--- src/rtl/intalu_pkg.sv ---
package intalu_pkg;
  localparam int OP_W = 5;

  localparam logic [OP_W-1:0] OP_ADD  = 5'h00;
  localparam logic [OP_W-1:0] OP_ADDU = 5'h01;
  localparam logic [OP_W-1:0] OP_SUB  = 5'h02;
  localparam logic [OP_W-1:0] OP_SUBU = 5'h03;
  localparam logic [OP_W-1:0] OP_AND  = 5'h04;
  localparam logic [OP_W-1:0] OP_OR   = 5'h05;
  localparam logic [OP_W-1:0] OP_XOR  = 5'h06;
  localparam logic [OP_W-1:0] OP_SLL  = 5'h07;
  localparam logic [OP_W-1:0] OP_SRL  = 5'h08;
  localparam logic [OP_W-1:0] OP_SRA  = 5'h09;
  localparam logic [OP_W-1:0] OP_LHI  = 5'h0A;

  typedef enum logic [2:0] {
    REL_LT = 3'd0,
    REL_GT = 3'd1,
    REL_LE = 3'd2,
    REL_GE = 3'd3,
    REL_EQ = 3'd4,
    REL_NE = 3'd5
  } rel_e;

  function automatic logic op_is_set(input logic [OP_W-1:0] o);
    return o[4];
  endfunction

  function automatic logic op_set_uns(input logic [OP_W-1:0] o);
    return o[4] & o[3];
  endfunction

  function automatic logic op_imm_signed(input logic [OP_W-1:0] o);
    return (o == OP_ADD) || (o == OP_SUB) || (o[4] && !o[3]);
  endfunction
endpackage

--- src/rtl/intalu_opnd.sv ---
module intalu_opnd #(
  parameter int DATA_W = 32,
  parameter int IMM_W  = 16
) (
  input  logic [intalu_pkg::OP_W-1:0] op,
  input  logic                        imm_sel,
  input  logic [DATA_W-1:0]           src_b,
  input  logic [IMM_W-1:0]            imm,
  output logic [DATA_W-1:0]           opnd_b
);
  localparam int EXT_W = DATA_W - IMM_W;

  logic [DATA_W-1:0] imm_sx;
  logic [DATA_W-1:0] imm_zx;

  always_comb begin
    imm_sx = {{EXT_W{imm[IMM_W-1]}}, imm};
    imm_zx = {{EXT_W{1'b0}}, imm};
    if (!imm_sel)
      opnd_b = src_b;
    else if (intalu_pkg::op_imm_signed(op))
      opnd_b = imm_sx;
    else
      opnd_b = imm_zx;
  end
endmodule

--- src/rtl/intalu_addsub.sv ---
module intalu_addsub #(
  parameter int DATA_W = 32
) (
  input  logic [DATA_W-1:0] a,
  input  logic [DATA_W-1:0] b,
  input  logic              sub,
  output logic [DATA_W-1:0] sum,
  output logic              ovf_raw
);
  localparam int MSB = DATA_W - 1;

  logic [DATA_W-1:0] b_eff;

  always_comb begin
    b_eff   = sub ? ~b : b;
    sum     = a + b_eff + {{(DATA_W-1){1'b0}}, sub};
    ovf_raw = (a[MSB] == b_eff[MSB]) && (sum[MSB] != a[MSB]);
  end
endmodule

--- src/rtl/intalu_cmp.sv ---
module intalu_cmp #(
  parameter int DATA_W = 32
) (
  input  logic [DATA_W-1:0] a,
  input  logic [DATA_W-1:0] b,
  input  logic              uns,
  input  logic [2:0]        rel,
  output logic              hit
);
  import intalu_pkg::*;

  logic lt;
  logic eq;

  always_comb begin
    eq = (a == b);
    if (uns)
      lt = (a < b);
    else
      lt = ($signed(a) < $signed(b));
    unique case (rel)
      REL_LT:  hit = lt;
      REL_GT:  hit = !lt && !eq;
      REL_LE:  hit = lt || eq;
      REL_GE:  hit = !lt;
      REL_EQ:  hit = eq;
      REL_NE:  hit = !eq;
      default: hit = 1'b0;
    endcase
  end
endmodule

--- src/rtl/intalu_logic.sv ---
module intalu_logic #(
  parameter int DATA_W = 32,
  parameter int IMM_W  = 16
) (
  input  logic [intalu_pkg::OP_W-1:0] op,
  input  logic [DATA_W-1:0]           a,
  input  logic [DATA_W-1:0]           b,
  input  logic [IMM_W-1:0]            imm,
  output logic [DATA_W-1:0]           res
);
  import intalu_pkg::*;

  localparam int SH_W  = $clog2(DATA_W);
  localparam int LOW_W = DATA_W - IMM_W;

  logic [SH_W-1:0] shamt;

  always_comb begin
    shamt = b[SH_W-1:0];
    unique case (op)
      OP_AND:  res = a & b;
      OP_OR:   res = a | b;
      OP_XOR:  res = a ^ b;
      OP_SLL:  res = a << shamt;
      OP_SRL:  res = a >> shamt;
      OP_SRA:  res = $unsigned($signed(a) >>> shamt);
      OP_LHI:  res = {imm, {LOW_W{1'b0}}};
      default: res = '0;
    endcase
  end
endmodule

--- src/rtl/intalu_top.sv ---
module intalu_top #(
  parameter int DATA_W = 32,
  parameter int IMM_W  = 16
) (
  input  logic                        clk,
  input  logic                        rst,
  input  logic                        in_valid,
  input  logic [intalu_pkg::OP_W-1:0] op,
  input  logic                        imm_sel,
  input  logic [DATA_W-1:0]           src_a,
  input  logic [DATA_W-1:0]           src_b,
  input  logic [IMM_W-1:0]            imm,
  output logic                        out_valid,
  output logic [DATA_W-1:0]           result,
  output logic                        ovf
);
  import intalu_pkg::*;

  logic [DATA_W-1:0] opnd_b;
  logic [DATA_W-1:0] as_sum;
  logic              as_ovf;
  logic              cmp_hit;
  logic [DATA_W-1:0] lg_res;
  logic              is_arith;
  logic              is_sub;
  logic              is_sgn;
  logic [DATA_W-1:0] nxt_res;
  logic              nxt_ovf;

  intalu_opnd #(.DATA_W(DATA_W), .IMM_W(IMM_W)) u_opnd (
    .op(op), .imm_sel(imm_sel), .src_b(src_b), .imm(imm), .opnd_b(opnd_b)
  );

  intalu_addsub #(.DATA_W(DATA_W)) u_addsub (
    .a(src_a), .b(opnd_b), .sub(is_sub), .sum(as_sum), .ovf_raw(as_ovf)
  );

  intalu_cmp #(.DATA_W(DATA_W)) u_cmp (
    .a(src_a), .b(opnd_b), .uns(op_set_uns(op)), .rel(op[2:0]), .hit(cmp_hit)
  );

  intalu_logic #(.DATA_W(DATA_W), .IMM_W(IMM_W)) u_logic (
    .op(op), .a(src_a), .b(opnd_b), .imm(imm), .res(lg_res)
  );

  always_comb begin
    is_arith = (op == OP_ADD) || (op == OP_ADDU) || (op == OP_SUB) || (op == OP_SUBU);
    is_sub   = (op == OP_SUB) || (op == OP_SUBU);
    is_sgn   = (op == OP_ADD) || (op == OP_SUB);
    if (op_is_set(op))
      nxt_res = {{(DATA_W-1){1'b0}}, cmp_hit};
    else if (is_arith)
      nxt_res = as_sum;
    else
      nxt_res = lg_res;
    nxt_ovf = is_sgn && as_ovf;
  end

  always_ff @(posedge clk) begin
    if (rst) begin
      out_valid <= 1'b0;
      result    <= '0;
      ovf       <= 1'b0;
    end else begin
      out_valid <= in_valid;
      if (in_valid) begin
        result <= nxt_res;
        ovf    <= nxt_ovf;
      end
    end
  end


  rst_clear_chk: assert property (@(posedge clk)
    rst |=> (!out_valid && result == '0 && !ovf));


  valid_follow_chk: assert property (@(posedge clk) disable iff (rst)
    in_valid |=> out_valid);


  hold_chk: assert property (@(posedge clk) disable iff (rst)
    !in_valid |=> ($stable(result) && $stable(ovf) && !out_valid));


  no_overflow_chk: assert property (@(posedge clk) disable iff (rst)
    (in_valid && op != OP_ADD && op != OP_SUB) |=> !ovf);


  lhi_low_chk: assert property (@(posedge clk) disable iff (rst)
    (in_valid && op == OP_LHI) |=> (result[IMM_W-1:0] == '0));


  set_bool_chk: assert property (@(posedge clk) disable iff (rst)
    (in_valid && op[4]) |=> (result[DATA_W-1:1] == '0));
endmodule

--- config.mk ---
export PLATFORM = sky130hd
export DESIGN_NAME = intalu_top
export DESIGN_NICKNAME = d
export VERILOG_FILES = /design/src/rtl/intalu_pkg.sv /design/src/rtl/intalu_opnd.sv /design/src/rtl/intalu_addsub.sv /design/src/rtl/intalu_cmp.sv /design/src/rtl/intalu_logic.sv /design/src/rtl/intalu_top.sv
export SDC_FILE = /design/constraint.sdc
export NUM_CORES = 1
export LEC_CHECK = 0
export BUFFER_PORTS_ARGS = -buffer_cell sky130_fd_sc_hd__buf_4
export CAP_MARGIN = 20
export CORE_MARGIN = 2
export CORE_UTILIZATION = 35
export CTS_CLUSTER_DIAMETER = 80
export DETAILED_ROUTE_END_ITERATION = 6
export HOLD_SLACK_MARGIN = 0.05
export SETUP_SLACK_MARGIN = 0.5
export SKIP_CTS_REPAIR_TIMING = 1
export SLEW_MARGIN = 20
export SYNTH_ARGS = -nofsm -noshare
export SYNTH_HDL_FRONTEND = slang
export SYNTH_SLANG_ARGS = --single-unit
--- constraint.sdc ---
create_clock -name clk -period 7.64 [get_ports clk]
set_input_delay 1.528 -clock clk [delete_from_list [all_inputs] [get_ports clk]]
set_output_delay 1.528 -clock clk [all_outputs]
set_load 0.005 [all_outputs]
# Word level (Yosys, flattened, before mapping)
# Index checks and enable logic that the tools add are counted.
# op_classes
add_sub_neg	2
order_cmp	2
eq_ne	18
shift	3
muxes	8
bitwise	5
n_reduce_logical	16
# ops
op	count
32-bit one-hot mux with 7 select lines	1
32-bit two-way mux	5
32-bit < comparator	2
32-bit by 1-bit adder with 32-bit output	1
32-bit adder	1
32-bit bitwise AND	1
32-bit == test	1
32-bit inverter	1
32-bit bitwise OR	1
32-bit by 5-bit << shifter with 32-bit output	1
32-bit by 5-bit right shift with 32-bit output	1
32-bit by 5-bit >>> shifter with 32-bit output	1
32-bit XOR	1
5-bit by 3-bit == test with 1-bit output, second input constant	4
5-bit by 4-bit == test with 1-bit output, second input constant	3
5-bit by 2-bit == test with 1-bit output, second input constant	2
1-bit logical OR	7
3-bit by 2-bit == test with 1-bit output, second input constant	2
3-bit == test, second input constant	2
1-bit one-hot mux with 6 select lines	1
5-bit by 1-bit == test with 1-bit output, second input constant	1
5-bit logical NOT	1
1-bit logical AND	4
3-bit by 1-bit == test with 1-bit output, second input constant	1
6 further kinds	8
# word_totals
regBits	34
input_bits	89
out_inout_bits	34

# Logic depth before layout (Yosys ltp)
# Gate-level depths: netlist of run 1.
# logic_depth
word_depth	12
depth_mapped	19
mapped_depth_nobuf	16

# Hierarchy
# From an unflattened synthesis of run 1, not the netlist that was laid out.
# hier_totals
cells_unflattened	1437
hier_area_um2	10930.5
# by_module_without_submodules
module	n_inst	cells_per_inst	area_each_um2	seq_area_each_um2
intalu_logic	1	801	5939.4	0.0
intalu_addsub	1	299	2090.8	0.0
intalu_top	1	152	1448.9	680.7
intalu_cmp	1	128	888.4	0.0
intalu_opnd	1	57	563.0	0.0

# Worst setup path after synthesis of run 1
# Ideal clock, no wire load.
# synth_timing
path_type	in2reg
start	in imm_sel
end	reg result[31]
setup_ns	0.117
arrival_time_ns	5.200
required_ns	7.523
slack_ns	2.322
stages	16
path_buffers	3
path_cell_list	buf_6 clkbuf_1 clkbuf_1 mux2i_1 xnor2_1 ha_1 a211oi_1 o2bb2ai_1 or4_1 o21ai_4 o21ai_1 or2_1 and2_4 nor3_2 o31ai_1 a32o_1
# synth_between
elab_chain_cells	7
elab_cells_between_ends	14
# synth_lines
item	line	rtl
start: declaration	intalu_top.sv:9	input logic imm_sel,
32-bit two-way mux *	intalu_opnd.sv:19	if (!imm_sel)
32-bit inverter	intalu_addsub.sv:15	b_eff = sub ? ~b : b;
32-bit two-way mux	intalu_addsub.sv:15	
32-bit adder	intalu_addsub.sv:16	sum = a + b_eff + {{(DATA_W-1){1'b0}}, sub};
32-bit by 1-bit adder with 32-bit output	intalu_addsub.sv:16	
32-bit two-way mux *	intalu_top.sv:52	else if (is_arith)
32-bit two-way mux *	intalu_top.sv:50	if (op_is_set(op))
end signal: assignment	intalu_top.sv:67	result <= nxt_res;
end: declaration	intalu_top.sv:14	output logic [DATA_W-1:0] result,
# Mark *: on every way between the ends. The rest lies on a longest branch, timed or not.
# A chain may end at the register's enable or synchronous reset.

# Worst setup path in the final report of run 1
# layout_timing
start	in op[1] in the netlist's numbering
end	reg result[30]
# layout_between
elab_chain_cells	11
elab_cells_between_ends	29
# layout_lines
item	line	rtl
start: declaration	intalu_top.sv:8	input logic [intalu_pkg::OP_W-1:0] op,
5-bit by 2-bit == test with 1-bit output / 5-bit logical NOT (equally long branches)	intalu_pkg.sv:34, intalu_top.sv:47, intalu_top.sv:48	
1-bit logical OR (2 in series)	intalu_pkg.sv:34	return (o == OP_ADD) || (o == OP_SUB) || (o[4] && !o[3]);
32-bit two-way mux	intalu_opnd.sv:21	else if (intalu_pkg::op_imm_signed(op))
32-bit two-way mux	intalu_opnd.sv:19	
32-bit inverter	intalu_addsub.sv:15	
32-bit two-way mux	intalu_addsub.sv:15	
32-bit adder	intalu_addsub.sv:16	
32-bit by 1-bit adder with 32-bit output	intalu_addsub.sv:16	
32-bit two-way mux *	intalu_top.sv:52	
32-bit two-way mux *	intalu_top.sv:50	
# Marks and branches as above.

==> results.txt, run 1 <==
Critical-path top delay cell -> a21oi_1
post-layout util -> 40.57%
FMAX -> 0.1767 GHz
Avg Cell Area, Syn -> 6.830 um2
crit path kind -> in -> reg
drt total wl -> 51.34 mm
peak supply drop -> 0.00009912 V
All-Layer GR Usage -> 32.04%
crit-path cells -> buf_4, nor4b_4, buf_4, mux2_4, inv_1, fa_1, nor2b_1, o31a_1, o311ai_1, a21oi_1, a2111oi_0, nor3_1, a21oi_1, xnor2_1, o221ai_1, nand2_1
Port Buffers -> 122
crit-path max cell delay -> 0.54 ns
number of diodes -> 0
Clk pin slew, worst setup/hold paths -> 0.06 ns
FFs w/ async S/R, synth -> 0%
vias in the first global route -> 11.21k
Final setup viols -> 0
Worst Tran Pin Value -> 0.9981 ns
Cells after Synth -> 1517
pwr/cell area -> 118.9 mW/mm2
die area -> 0.03100 mm2
Avg WL per Cell -> 26.27 um
top sig layer -> met4
FP Rows -> 62
violated checks -> design-rule violations
setup_tns -> 0 ns
total power -> 1.396 mW
Post-synth EDFFs -> 0
DR vias/cell -> 6.427
Required @ worst endpoint -> 7.82 ns
largest net degree at the start of global routing -> 56
GRT overflow -> 0
Syn Nets -> 1751
# IOs -> 123
P_sw -> 0.7322 mW
P&R area growth vs syn -> 13.30%
DR vias -> 12.56k
critical path capture point type -> flop
Most used DFF post-synth -> dfxtp_1
core area -> 0.02894 mm2
Buffers & Inverters on Critical Path -> 3
H-Tree Depth -> 2
Sw Share -> 52.46%
Int Pwr -> 0.6635 mW
Initial Util -> 35.81%
critical path's top delay family -> compound AO/OA/AOI/OAI gates
fin crit period -> 5.660 ns
Hold Vio Cnt, Final -> 0
first-pass GRT wire length -> 74.95 mm
dpl ws -> 1.797 ns
initial antenna violation count -> 1
outcome -> complete, but fails checks
max-slew violations -> 0
final worst slack -> 1.980 ns
routed wl met3 -> 6.442 mm
Die X-Extent -> 176.1 um
DRT antenna net count -> 0
Initial DRT Pass Iterations -> 7
Met1 Wirelength -> 22.06 mm
Nets -> 1803
Max-Slew Margin vs Limit -> 32.62%
layout cells sized above 1 -> 13.44%
Final HPWL DP -> 40.39 mm
wire length on met2 -> 20.84 mm
Max Cap Viol -> 0
Sequential Power Share -> 13.4%
combinational share of power -> 70.2%
Ys Warns -> 0
worst-skew pair later-pin latency -> 0.28 ns
CTS tree -> built
Root Buffer -> clkbuf_16
sequential share of the synthesized area -> 6.569%
CP Max Fanout -> 35
clock buffer depth -> 2
TritonCTS Buffers -> 5
Data arrival, critical path -> 5.84 ns
synthesized area -> 0.01036 mm2
crit start category -> input pin
Iter 0 DRT Violations -> 2047
routability cong. -> 1.038
unrepaired setup endpoints after global routing -> no
hold crit path type -> reg -> reg
DRC -> 1
FF+latch count, synth -> 34
Netlist cell types -> 74
Clock Skews -> 0 ns
die extent in y -> 176.1 um
Leak -> 5.167 nW
Num Clock Sinks -> 34
clock power share -> 16.5%
Tcrit/Tclk final -> 74.08%
## sequential cells by signal, indices dropped and copies added, names as in the netlist
name       count
result        32
out_valid      1
ovf            1
## cell usage after synthesis (25+ instances only)
master      n  area [um2]
nand2_1   201       754.5
o21ai_0   159       795.8
nor2_1    156       585.6
ha_1      144        1802
a21oi_1   123       615.6
inv_1      79       296.5
mux2i_1    65       650.6
clkbuf_1   60       225.2
xnor2_1    49       429.2
dfxtp_1    34       680.7
a211oi_1   31       232.7
o211ai_1   30       225.2
buf_2      29       145.1
a221oi_1   26       227.7
a31oi_1    25       156.4
## metrics by stage
stage / hold WS, ns / cells / cell area (um2)
after global placement: 0.4250 / 1946 / 11570
after floorplan: 0.4345 / 1517 / 10360
after global routing: 0.4538 / 1954 / 11740
after CTS: 0.4435 / 1954 / 11740
final: 0.4385 / 1954 / 11740
after detailed placement: 0.4357 / 1946 / 11570
## worst register-to-register path, cell delays in order (launching register included)
cell and delay (ns):
dfxtp_1 0.34, nand2_1 0.11, o221ai_1 0.12, a221oi_1 0.53, o221ai_1 0.32, o2111a_1 0.19
## cell usage in the layout, fill, tap and decap left out, types with 14 or more instances in the layout
cell type  instances
nor2_1           154
xnor2_1           49
nand2_1          201
a31oi_1           25
nand3_1           21
buf_4            153
inv_1             78
and3_1            16
ha_1             144
o211ai_1          30
mux4_2            16
dfxtp_1           34
o221ai_1          14
a211oi_1          31
o21ai_0          159
a21oi_1          123
a21o_1            23
a221oi_1          26
nor3_1            18
mux2i_1           63
## kinds of logic after synthesis
kind of cell / count (synthesis) / synth area share, %
xor gates and xnor gates: 59 / 4.987
buffers and inverters: 191 / 7.632
AOI/OAI and AO/OA: 534 / 32.91
adders and majority gates: 145 / 17.58
and+or+nand+nor: 462 / 19.01
muxes: 92 / 11.32
DFF: 34 / 6.569
## power by group through the flow
stage / clock, mW / combinational [mW] / sequential, mW
after floorplan: 0 / 0.596 / 0.190
after global placement: 0 / 0.934 / 0.190
after detailed placement: 0 / 0.931 / 0.191
after CTS: 0.232 / 0.936 / 0.187
after global routing: 0.240 / 1.03 / 0.187
final: 0.230 / 0.979 / 0.187
## area by class of cell
type | instances | area [um2]
Timing Repair Buffer | 154 | 1169
Tap cell | 384 | 480.5
Inverter | 82 | 307.8
Fill cell | 3090 | 17200
Multi-Input combinational cell | 1292 | 8935
Clock buffer | 8 | 166.4
Sequential cell | 34 | 680.7
## per-layer routing
| layer | GRT usage (%) | vias to the layer above |
|---|---|---|
| li1 | - | 5629 |
| met1 | 46.70 | 5948 |
| met2 | 46.00 | 878 |
| met3 | 6.955 | 103 |
| met4 | 11.23 | 0 |
| met5 | 0 | - |
## final timing paths
path / startpoint / endpoint / slack, ns / cells past startpoint
setup reg to reg: result[2] / result[2] / 5.95 / 5
hold reg to reg: result[29] / result[29] / 0.44 / 2
hold / removal: result[29] / result[29] / 0.44 / 2
setup / recovery: op[1] / result[30] / 1.98 / 16
No activity file was read; power rests on OpenSTA's default activity.
==> run 2, diff against run 1 <==
- clock period: 7.64 -> 5.85 ns (I/O delays scaled with it)
==> run 2 against run 1 <==
- the flow now finishes without violations
- hold slack got worse by 0.0021 ns
- via count rose by 0.44%
- register-to-register slack got worse by 2.1 ns
- total power rose by 32%
- die area did not move
- clock power rose by 22%
- count of clock-buffer cells in the layout fell by 2
- clock skew did not move
- utilization rose by 0.69 points
- sequential share of layout area fell by 0.097 points
- critical endpoint is now result[31]
==> results.txt, run 2 (synthesis gave the netlist of run 1 again) <==
outcome -> completed
die extent in y -> 176.1 um
first-pass GRT wire length -> 78.52 mm
largest net degree at the start of global routing -> 69
P_sw -> 0.9887 mW
Initial DRT Pass Iterations -> 6
Max-Slew Margin vs Limit -> 31.16%
final worst slack -> 0.8220 ns
total power -> 1.848 mW
CTS tree -> built
TritonCTS Buffers -> 5
Sw Share -> 53.50%
Die X-Extent -> 176.1 um
vias in the first global route -> 11.56k
Avg WL per Cell -> 27.22 um
core area -> 0.02894 mm2
setup_tns -> 0 ns
reg2reg start -> result[19]
die area -> 0.03100 mm2
# IOs -> 123
Hold Vio Cnt, Final -> 0
Clk pin slew, worst setup/hold paths -> 0.06 ns
P&R area growth vs syn -> 15.23%
Critical Path Start -> imm_sel
Data arrival, critical path -> 5.20 ns
Num Clock Sinks -> 34
Most flops, register -> result
Initial Util -> 35.81%
Worst Tran Pin Value -> 1.029 ns
clock buffer depth -> 2
worst-skew pair later-pin latency -> 0.28 ns
hold crit path type -> reg -> reg
DRT antenna net count -> 0
All-Layer GR Usage -> 33.93%
Sequential Power Share -> 13.2%
clock power share -> 15.2%
layout cells sized above 1 -> 14.84%
max FFs per register -> 32
Final setup viols -> 0
Largest regs -> result: 32 flops, out_valid: 1 flops, ovf: 1 flops
Root Buffer -> clkbuf_16
CP Max Fanout -> 35
H-Tree Depth -> 2
Clock Skews -> 0 ns
Leak -> 5.292 nW
max-slew violations -> 0
drt total wl -> 53.95 mm
DR vias -> 12.61k
DRC -> 0
Max Cap Viol -> 0
Iter 0 DRT Violations -> 1853
Port Buffers -> 122
routability cong. -> 1.037
GRT overflow -> 0
commonest cells after routing, fill and taps aside -> nand2_1 (201), buf_4 (179), o21ai_0 (159)
peak supply drop -> 0.00008315 V
combinational share of power -> 71.6%
initial antenna violation count -> 0
Required @ worst endpoint -> 6.02 ns
crit path kind -> in -> reg
fin crit period -> 5.028 ns
Nets -> 1830
DR vias/cell -> 6.364
FMAX -> 0.1989 GHz
hold_sp -> result[26]
critical path capture point type -> flop
commonest non-fill, non-tap cell in the layout -> nand2_1
dpl ws -> 0.5605 ns
unrepaired setup endpoints after global routing -> no
Final HPWL DP -> 42.60 mm
Tcrit/Tclk final -> 85.95%
pwr/cell area -> 154.8 mW/mm2
Int Pwr -> 0.8594 mW
crit start category -> input pin
FP Rows -> 62
[run 2: changes by cell type in the layout (fill, tap and decap cells not counted), sizes merged]
| cell | previous run | this run |
|---|---|---|
| buf | 154 | 181 |
| diode | 0 | 1 |
| clkinvlp | 0 | 1 |
| clkbuf | 8 | 6 |
| clkinv | 1 | 2 |
[run 2: critical path, cell delays in order]
cell and delay (ns):
buf_4 0.45, nand2_1 0.47, o21ai_0 0.36, xnor2_1 0.13
ha_1 0.39, nand4_1 0.15, or4_1 0.60, o21ai_4 0.20
o21ai_1 0.15, or2_1 0.33, and2_4 0.22, nor3_2 0.16
o31ai_1 0.09, a32o_1 0.27
[run 2: worst paths after layout]
| check | end | slack, ns | cells after the start |
|---|---|---|---|
| max | result[31] | 0.82 | 14 |
| min reg2reg | result[26] | 0.44 | 2 |
| max reg2reg | result[19] | 3.90 | 5 |
| min | result[26] | 0.44 | 2 |
[run 2: per-stage QoR]
step	instance area [um2]	hold slack, ns	cells	util [%]
after floorplan	10360	0.4345	1517	-
after global placement	11790	0.4258	1973	40.73
after detailed placement	11790	0.4344	1973	40.73
after CTS	11940	0.4425	1981	41.25
after global routing	11940	0.4530	1981	41.25
final	11940	0.4364	1982	41.26
[run 2: cell type report]
type	count	area, um2
sequential	34	680.7
multi-input combinational	1292	8932
inverter	82	307.8
timing repair buffer	181	1384
clock inverter	2	12.51
clock buffer	6	138.9
fill	3129	17000
antenna	1	2.502
tap	384	480.5
[run 2: power groups by stage]
stage	clock [mW]	sequential (mW)	combinational, mW
floorplan	0	0.248	0.779
global placement	0	0.249	1.27
detailed placement	0	0.249	1.27
CTS	0.285	0.244	1.27
global route	0.291	0.245	1.40
finish	0.281	0.244	1.32
[run 2: layer usage]
| metal | vias up | GRT usage (%) | share of wire (%) |
|---|---|---|---|
| met5 | - | 0 | 0 |
| li1 | 5679 | - | - |
| met1 | 6072 | 48.88 | 44 |
| met4 | 0 | 11.29 | 3.7 |
| met3 | 115 | 7.235 | 11 |
| met2 | 747 | 49.77 | 41 |
